File: src/rtl/mem_fwd_pkg.sv
package mem_fwd_pkg;
  localparam int ADDR_W      = 32;
  localparam int DATA_W      = 32;
  localparam int CFG_AW      = 4;
  localparam int NUM_WIN     = 4;
  localparam int ROM_SECTS   = 8;
  localparam int LBIOS_SECTS = 4;
  localparam int PAGE_W      = 16;            // 64 KByte granule index width
  localparam int TOM_W       = ADDR_W - 21;   // 2 MByte granule index width
  localparam int LOW_EN_W    = 3 + ROM_SECTS + LBIOS_SECTS + 1;

  localparam logic [CFG_AW-1:0] REG_LOWMAP = 4'd0;
  localparam logic [CFG_AW-1:0] REG_TOM    = 4'd1;
  localparam logic [CFG_AW-1:0] REG_HOLE   = 4'd2;
  localparam logic [CFG_AW-1:0] REG_WIN0   = 4'd4;
  localparam logic [CFG_AW-1:0] REG_WINEN  = 4'd8;

  localparam logic [PAGE_W-1:0] PAGE_BELOW16M = 16'h00FF;
  localparam logic [TOM_W-1:0]  TOP_RESERVED  = '1;  // last 2 MByte of space

  typedef enum logic [2:0] {
    CLS_NONE     = 3'd0,
    CLS_MAIN     = 3'd1,
    CLS_LOW      = 3'd2,
    CLS_BELOW16M = 3'd3,
    CLS_WINDOW   = 3'd4
  } hitClass_e;

  typedef struct packed {
    logic [LOW_EN_W-1:0]              lowEn;
    logic                             w16En;
    logic [TOM_W-1:0]                 tomUnits;
    logic [PAGE_W-1:0]                holeBase;
    logic [PAGE_W-1:0]                holeSize;
    logic [NUM_WIN-1:0]               winEn;
    logic [NUM_WIN-1:0][PAGE_W-1:0]   winBase;
    logic [NUM_WIN-1:0][PAGE_W-1:0]   winLimit;
  } cfg_t;

  typedef struct packed {
    logic capture;   // latch a new decode this edge
    logic retire;    // drop the valid flag this edge
  } strobe_t;
endpackage

File: src/rtl/mem_fwd_ctrl.sv
module mem_fwd_ctrl
  import mem_fwd_pkg::*;
(
  input  logic              clk,
  input  logic              rstN,
  input  logic              cfgWrEn,
  input  logic [CFG_AW-1:0] cfgAddr,
  input  logic [DATA_W-1:0] cfgData,
  input  logic              addrStrobe,
  output cfg_t              cfg,
  output strobe_t           strobes
);
  logic [LOW_EN_W-1:0]            lowEnQ;
  logic                           w16EnQ;
  logic [TOM_W-1:0]               tomQ;
  logic [PAGE_W-1:0]              holeBaseQ;
  logic [PAGE_W-1:0]              holeSizeQ;
  logic [NUM_WIN-1:0]             winEnQ;
  logic [NUM_WIN-1:0][PAGE_W-1:0] winBaseQ;
  logic [NUM_WIN-1:0][PAGE_W-1:0] winLimitQ;

  always_ff @(posedge clk or negedge rstN) begin
    if (!rstN) begin
      lowEnQ    <= '0;
      w16EnQ    <= 1'b0;
      tomQ      <= '0;
      holeBaseQ <= '0;
      holeSizeQ <= '0;
      winEnQ    <= '0;
    end else if (cfgWrEn) begin
      unique case (cfgAddr)
        REG_LOWMAP: begin
          lowEnQ <= cfgData[LOW_EN_W-1:0];
          w16EnQ <= cfgData[LOW_EN_W];
        end
        REG_TOM:   tomQ <= cfgData[DATA_W-1 -: TOM_W];
        REG_HOLE: begin
          holeBaseQ <= cfgData[PAGE_W-1:0];
          holeSizeQ <= cfgData[2*PAGE_W-1:PAGE_W];
        end
        REG_WINEN: winEnQ <= cfgData[NUM_WIN-1:0];
        default: ;
      endcase
    end
  end

  always_ff @(posedge clk or negedge rstN) begin
    if (!rstN) begin
      winBaseQ  <= '0;
      winLimitQ <= '0;
    end else if (cfgWrEn) begin
      for (int i = 0; i < NUM_WIN; i++) begin
        if (cfgAddr == REG_WIN0 + CFG_AW'(i)) begin
          winBaseQ[i]  <= cfgData[PAGE_W-1:0];
          winLimitQ[i] <= cfgData[2*PAGE_W-1:PAGE_W];
        end
      end
    end
  end

  always_comb begin
    cfg.lowEn    = lowEnQ;
    cfg.w16En    = w16EnQ;
    cfg.tomUnits = tomQ;
    cfg.holeBase = holeBaseQ;
    cfg.holeSize = holeSizeQ;
    cfg.winEn    = winEnQ;
    cfg.winBase  = winBaseQ;
    cfg.winLimit = winLimitQ;
    strobes.capture = addrStrobe;
    strobes.retire  = !addrStrobe;
  end
endmodule

File: src/rtl/mem_fwd_lowmap.sv
module mem_fwd_lowmap
  import mem_fwd_pkg::*;
(
  input  logic [ADDR_W-1:0]   addr,
  input  logic [LOW_EN_W-1:0] lowEn,
  output logic                lowHit
);
  localparam int ROM_IDX_W = $clog2(ROM_SECTS);
  localparam int LB_IDX_W  = $clog2(LBIOS_SECTS);
  localparam int ROM_BIT0  = 3;
  localparam int LB_BIT0   = ROM_BIT0 + ROM_SECTS;

  logic                below1M;
  logic [LOW_EN_W-1:0] secHit;

  assign below1M = (addr[ADDR_W-1:20] == '0);

  // Fixed areas: base memory, 512-640K, video, upper BIOS.
  assign secHit[0]          = below1M && !addr[19];
  assign secHit[1]          = below1M && (addr[19:17] == 3'b100);
  assign secHit[2]          = below1M && (addr[19:17] == 3'b101);
  assign secHit[LOW_EN_W-1] = below1M && (addr[19:16] == 4'hF);

  // 16 KByte expansion ROM sections, 768-896K.
  for (genvar g = 0; g < ROM_SECTS; g++) begin : g_rom
    assign secHit[ROM_BIT0+g] = below1M && (addr[19:17] == 3'b110) &&
                                (addr[14 +: ROM_IDX_W] == ROM_IDX_W'(g));
  end

  // 16 KByte lower BIOS sections, 896-960K.
  for (genvar h = 0; h < LBIOS_SECTS; h++) begin : g_lbios
    assign secHit[LB_BIT0+h] = below1M && (addr[19:16] == 4'hE) &&
                               (addr[14 +: LB_IDX_W] == LB_IDX_W'(h));
  end

  assign lowHit = |(secHit & lowEn);
endmodule

File: src/rtl/mem_fwd_window.sv
module mem_fwd_window
  import mem_fwd_pkg::*;
(
  input  logic              winEn,
  input  logic [PAGE_W-1:0] winBase,
  input  logic [PAGE_W-1:0] winLimit,
  input  logic [PAGE_W-1:0] addrPage,
  output logic              winHit
);
  assign winHit = winEn && (addrPage >= winBase) && (addrPage <= winLimit);
endmodule

File: src/rtl/mem_fwd_dp.sv
module mem_fwd_dp
  import mem_fwd_pkg::*;
(
  input  logic              clk,
  input  logic              rstN,
  input  cfg_t              cfg,
  input  strobe_t           strobes,
  input  logic [ADDR_W-1:0] memAddr,
  output logic              fwdValid,
  output logic              fwdClaim,
  output hitClass_e         hitClass
);
  logic [PAGE_W-1:0]  addrPage;
  logic [PAGE_W:0]    holeEnd;
  logic               inHole;
  logic               aboveLow;
  logic               belowTop;
  logic               inMain;
  logic               lowHit;
  logic               is16M;
  logic               w16Fwd;
  logic [NUM_WIN-1:0] winHits;
  logic               winAny;
  logic               claimD;
  hitClass_e          classD;

  assign addrPage = memAddr[ADDR_W-1 -: PAGE_W];
  assign holeEnd  = {1'b0, cfg.holeBase} + {1'b0, cfg.holeSize};
  assign inHole   = (cfg.holeSize != '0) && (addrPage >= cfg.holeBase) &&
                    ({1'b0, addrPage} < holeEnd);
  assign aboveLow = (memAddr[ADDR_W-1:20] != '0);
  assign belowTop = (memAddr[ADDR_W-1 -: TOM_W] < cfg.tomUnits);
  assign inMain   = aboveLow && belowTop && !inHole;
  assign is16M    = (addrPage == PAGE_BELOW16M);
  assign w16Fwd   = is16M && cfg.w16En;

  mem_fwd_lowmap uLowmap (
    .addr   (memAddr),
    .lowEn  (cfg.lowEn),
    .lowHit (lowHit)
  );

  for (genvar w = 0; w < NUM_WIN; w++) begin : g_win
    mem_fwd_window uWin (
      .winEn    (cfg.winEn[w]),
      .winBase  (cfg.winBase[w]),
      .winLimit (cfg.winLimit[w]),
      .addrPage (addrPage),
      .winHit   (winHits[w])
    );
  end
  assign winAny = |winHits;

  assign claimD = inMain || lowHit || w16Fwd || winAny;

  always_comb begin
    if (inMain)      classD = CLS_MAIN;
    else if (lowHit) classD = CLS_LOW;
    else if (w16Fwd) classD = CLS_BELOW16M;
    else if (winAny) classD = CLS_WINDOW;
    else             classD = CLS_NONE;
  end

  always_ff @(posedge clk or negedge rstN) begin
    if (!rstN) begin
      fwdValid <= 1'b0;
      fwdClaim <= 1'b0;
      hitClass <= CLS_NONE;
    end else begin
      if (strobes.capture) begin
        fwdValid <= 1'b1;
        fwdClaim <= claimD;
        hitClass <= classD;
      end else if (strobes.retire) begin
        fwdValid <= 1'b0;
      end
    end
  end

  // result holds while no strobe arrives
  p_hold_no_strobe_r2: assert property (@(posedge clk) disable iff (!rstN)
    !strobes.capture |=> ($stable(fwdClaim) && $stable(hitClass) && !fwdValid));

  // claim flag agrees with the class code
  p_claim_class_agree_r11: assert property (@(posedge clk) disable iff (!rstN)
    fwdValid |-> (fwdClaim == (hitClass != CLS_NONE)));

  // hole addresses reached by no other rule are not forwarded
  p_hole_blocks_r4: assert property (@(posedge clk) disable iff (!rstN)
    (strobes.capture && inHole && !winAny && !lowHit && !w16Fwd) |=> !fwdClaim);

  // the top 2 MByte only goes out through a general window
  p_top_region_r10: assert property (@(posedge clk) disable iff (!rstN)
    (strobes.capture && (memAddr[ADDR_W-1 -: TOM_W] == TOP_RESERVED) && !winAny)
      |=> !fwdClaim);

  // the below-16M page in main memory is always forwarded as main
  p_w16_main_r7: assert property (@(posedge clk) disable iff (!rstN)
    (strobes.capture && is16M && belowTop && !inHole) |=> (hitClass == CLS_MAIN));
endmodule

File: src/rtl/mem_fwd_decoder.sv
module mem_fwd_decoder
  import mem_fwd_pkg::*;
(
  input  logic        clk,
  input  logic        rstN,
  input  logic        cfgWrEn,
  input  logic [3:0]  cfgAddr,
  input  logic [31:0] cfgData,
  input  logic        addrStrobe,
  input  logic [31:0] memAddr,
  output logic        fwdValid,
  output logic        fwdClaim,
  output logic [2:0]  hitClass
);
  cfg_t      cfg;
  strobe_t   strobes;
  hitClass_e classQ;

  mem_fwd_ctrl uCtrl (
    .clk        (clk),
    .rstN       (rstN),
    .cfgWrEn    (cfgWrEn),
    .cfgAddr    (cfgAddr),
    .cfgData    (cfgData),
    .addrStrobe (addrStrobe),
    .cfg        (cfg),
    .strobes    (strobes)
  );

  mem_fwd_dp uDp (
    .clk      (clk),
    .rstN     (rstN),
    .cfg      (cfg),
    .strobes  (strobes),
    .memAddr  (memAddr),
    .fwdValid (fwdValid),
    .fwdClaim (fwdClaim),
    .hitClass (classQ)
  );

  assign hitClass = classQ;
endmodule

File: config.mk
export PLATFORM = sky130hd
export DESIGN_NAME = mem_fwd_decoder
export DESIGN_NICKNAME = d
export VERILOG_FILES = /design/src/rtl/mem_fwd_pkg.sv /design/src/rtl/mem_fwd_ctrl.sv /design/src/rtl/mem_fwd_lowmap.sv /design/src/rtl/mem_fwd_window.sv /design/src/rtl/mem_fwd_dp.sv /design/src/rtl/mem_fwd_decoder.sv
export SDC_FILE = /design/constraint.sdc
export NUM_CORES = 1
export LEC_CHECK = 0
export ABC_AREA = 1
export ABC_CLOCK_PERIOD_IN_PS = 7600
export BUFFER_PORTS_ARGS = -buffer_cell sky130_fd_sc_hd__clkbuf_2
export CORE_ASPECT_RATIO = 0.75
export CORE_UTILIZATION = 60
export DETAILED_ROUTE_END_ITERATION = 7
export PLACE_DENSITY_LB_ADDON = 0.2
export SLEW_MARGIN = 15
export SYNTH_ARGS = -nofsm -noshare
export SYNTH_HDL_FRONTEND = slang
export SYNTH_SLANG_ARGS = --single-unit
File: constraint.sdc
create_clock -name clk -period 7.6 [get_ports clk]
set_input_delay 1.14 -clock clk [delete_from_list [all_inputs] [get_ports clk]]
set_output_delay 1.14 -clock clk [all_outputs]
set_load 0.02 [all_outputs]
==> out/summary.txt <==
Post-CTS Setup Repair Bufs - 0
most common cell after layout, fill and taps aside - nand2_1
Crit path largest cell delay - 420 ps
P_int - 0.002263 W
LEAKAGE - 7.071 nW
worst-case clock buffer depth - 2
DRC - 0
Combinational Power Share - 33.6%
routed vias/inst - 5.537
Period Utilization, post-route - 42.63%
fillers - 1723
Finish-stage setup viols - 0
Crit. path cell count - 19
Crit Reg-Reg Endpoint - uDp.fwdClaim$_DFFE_PN0P_
sequential power share - 39.6%
sequential share of the synthesized area - 39.74%
VDD IR max - 0.1913 mV
initial antenna violation count - 0
Mapped Area - 0.01240 mm2
Max Slew Vio Count - 0
DR vias - 10380
post-route ant nets - 0
count of unique library cells instantiated by Yosys - 35
final core occ - 66.85%
Worst-Skew Late Latency - 440 ps
async set or reset register ratio after synthesis - 100.0%
Net Sw Frac - 35.98%
Pre-antenna DRT Iters - 7
global route total overflow - 0
CTS buffer count - 17
layout cells sized above 1 - 7.359%
GRT Overall Usage - 31.62%
Die W - 168.0 um
final worst slack - 4360 ps
vias in the first global route - 9927
critical path launch point - uCtrl.holeSizeQ[2]$_DFFE_PN0P_
total power - 0.003534 W
largest net degree at the start of global routing - 73
Slew @ Worst Pin - 1107 ps
Crit path buffers/inverters - 0
final hold vios - 0
most numerous cell on the critical path - nand2_1
H-tree levels - 4
sw power - 0.001272 W
clk slew on worst S/H paths - 70 ps
Arr. time, crit path - 3580 ps
die area - 0.02126 mm2
WS Path Type - reg2reg
Primary FF master, synth - dfrtp_1
CP max FO - 4
IO buf count - 62
worst-path cell chain - ha_1 > a21oi_1 > nand2_1 > a21oi_2 > o21ai_1 > a21boi_1 > o21ai_1 > xnor2_1 > ha_1 > nand2_1 > nor2_1 > a211oi_1 > nand2_1 > nand2_1 > nand3_1 > nand2_2 > nand2_2 > nor2_1 > nor2_1
MaxCap Viol Count - 0
Seq cells post-synth - 197
Area Overhead vs Synth - 9.229%
Core ar. - 0.02027 mm2
CP Capture Point - uDp.fwdClaim$_DFFE_PN0P_
power per cell area - 260.9 mW/mm2
largest delay contributor family on the critical path - compound AO/OA/AOI/OAI gates
Post-synth EDFFs - 0
Post-Syn Area per Cell - 7.987 um2
hpwl dp - 22.46 mm
synthesized net count - 1811
Slowest cell on crit path - dfrtp_1
Critical Path Start Type - register
CTS tree - yes
Root Buffer - clkbuf_16
Max-slew headroom - 25.97%
first-pass GRT wire length - 51.36 mm
Hold Path Class - reg2reg
I/O pin cnt - 77
placed cells - 1843
PostCTS Resize Cnt - 0
NumNets Final - 1862
ANT cells - 0
Yosys warning count - 0
Max Fclk - 308.7 MHz
Hold Buf Count CTS - 0
register-to-register setup slack - 4360 ps
Worst Reg-to-Reg Cells - 19
Iter 0 DRT Violations - 746
non-filler cells, final - 1875
Row Count - 45
minimum clock period - 3240 ps
setup TNS after final layout - 0 ps
RSZ-0062 raised after global routing - no
outcome - completed
RePlAce Congestion - 0.9337
initial core utilization - 61.20%
R2R Path Start - uCtrl.holeSizeQ[2]$_DFFE_PN0P_
clock sink count - 197
worst path required time - 7940 ps
clock power share - 26.8%
commonest cells after routing, fill and taps aside - nand2_1 (393), inv_1 (238), o21ai_0 (202)
overall routed net length - 31.36 mm
die height - 126.5 um
Placement Setup Slack - 4138 ps
wire per inst - 16.72 um
final setup skew - 7.894 ps
CP Capture Type - register
Mapped Cells - 1553
[cell usage after synthesis, types with 2 or more instances]
master / n / share of area (%)
a21o_1: 4 / 0.24
a31oi_1: 2 / 0.10
nand2_2: 6 / 0.30
ha_1: 185 / 19
o21a_1: 6 / 0.36
inv_1: 238 / 7.2
inv_2: 4 / 0.12
o21ai_0: 202 / 8.2
nor4_1: 6 / 0.30
xor2_1: 5 / 0.35
nand2_1: 393 / 12
o21bai_1: 2 / 0.12
a21oi_1: 98 / 4.0
o21ai_1: 9 / 0.36
clkbuf_1: 22 / 0.67
nand4_1: 17 / 0.86
xnor2_1: 9 / 0.64
nor3_1: 10 / 0.40
buf_2: 13 / 0.52
nor3_4: 3 / 0.39
nand3_1: 37 / 1.5
dfrtp_1: 197 / 40
nor2_1: 73 / 2.2
[stage by stage]
stage          area, um2  hold slack (ps)
2_1_floorplan      12400            447.8
3_3_place_gp       12940            465.4
3_5_place_dp       12940            472.9
4_1_cts            13550            489.3
5_1_grt            13550            511.4
6_report           13550            481.4
[cell families after synthesis]
| kind of cell | share of synthesized area (%) |
|---|---|
| simple gates | 18.15 |
| compound gates | 13.75 |
| buf+inv | 8.553 |
| flops | 39.74 |
| fa+ha+maj | 18.82 |
| xor+xnor | 0.9885 |
[registers in the layout (all words and copies together), names as in the netlist]
register and cells:
uCtrl.lowEnQ 16, uCtrl.tomQ 11, uCtrl.cfg 128, uCtrl.w16EnQ 1
uDp.hitClass 3, uDp.fwdValid 1, uDp.fwdClaim 1, uCtrl.holeSizeQ 16
uCtrl.winEnQ 4, uCtrl.holeBaseQ 16
[layout make-up]
cell class | count | area (um2) | area share [%]
tap | 258 | 322.8 | 2.383
inverter | 242 | 908.4 | 6.704
sequential | 197 | 4930 | 36.38
timing repair buffer | 68 | 364.1 | 2.687
clock buffer | 17 | 425.4 | 3.140
multi-input combinational | 1078 | 6419 | 47.37
clock inverter | 15 | 180.2 | 1.330
[metal layers]
| metal | track usage (%) | vias to the layer above | share of wire (%) |
|---|---|---|---|
| li1 | - | 5141 | - |
| met1 | 42.03 | 4878 | 44 |
| met4 | 10.31 | 0 | 2.6 |
| met3 | 7.051 | 57 | 6.9 |
| met5 | 0 | - | 0 |
| met2 | 51.54 | 305 | 46 |
[power by group through the flow]
stage | Clock (W) | Sequential (W) | Combinational (W)
floorplan | 0 | 0.00138 | 0.000855
global placement | 0 | 0.00141 | 0.00110
detailed placement | 0 | 0.00142 | 0.00117
CTS | 0.000954 | 0.00140 | 0.00119
global route | 0.000999 | 0.00142 | 0.00139
finish | 0.000945 | 0.00140 | 0.00119
[how the worst min path moves through the flow]
stage	start	endpoint	slack, ps	cells after the start
floorplan	uCtrl.lowEnQ[15]$_DFFE_PN0P_	uCtrl.lowEnQ[15]$_DFFE_PN0P_	450	2
global placement	uDp.hitClass[1]$_DFFE_PN0P_	uDp.hitClass[1]$_DFFE_PN0P_	470	2
detailed placement	uCtrl.tomQ[4]$_DFFE_PN0P_	uCtrl.tomQ[4]$_DFFE_PN0P_	470	2
CTS	uCtrl.tomQ[4]$_DFFE_PN0P_	uCtrl.tomQ[4]$_DFFE_PN0P_	490	2
global route	uCtrl.cfg[71]$_DFFE_PN0P_	uCtrl.cfg[71]$_DFFE_PN0P_	510	2
finish	uCtrl.tomQ[4]$_DFFE_PN0P_	uCtrl.tomQ[4]$_DFFE_PN0P_	480	2
[worst min-delay path: stages (launching register included)]
cell	delay, ps
dfrtp_1	340
nand2_1	50
o21ai_0	50
Power figures use the tool's default switching activity.
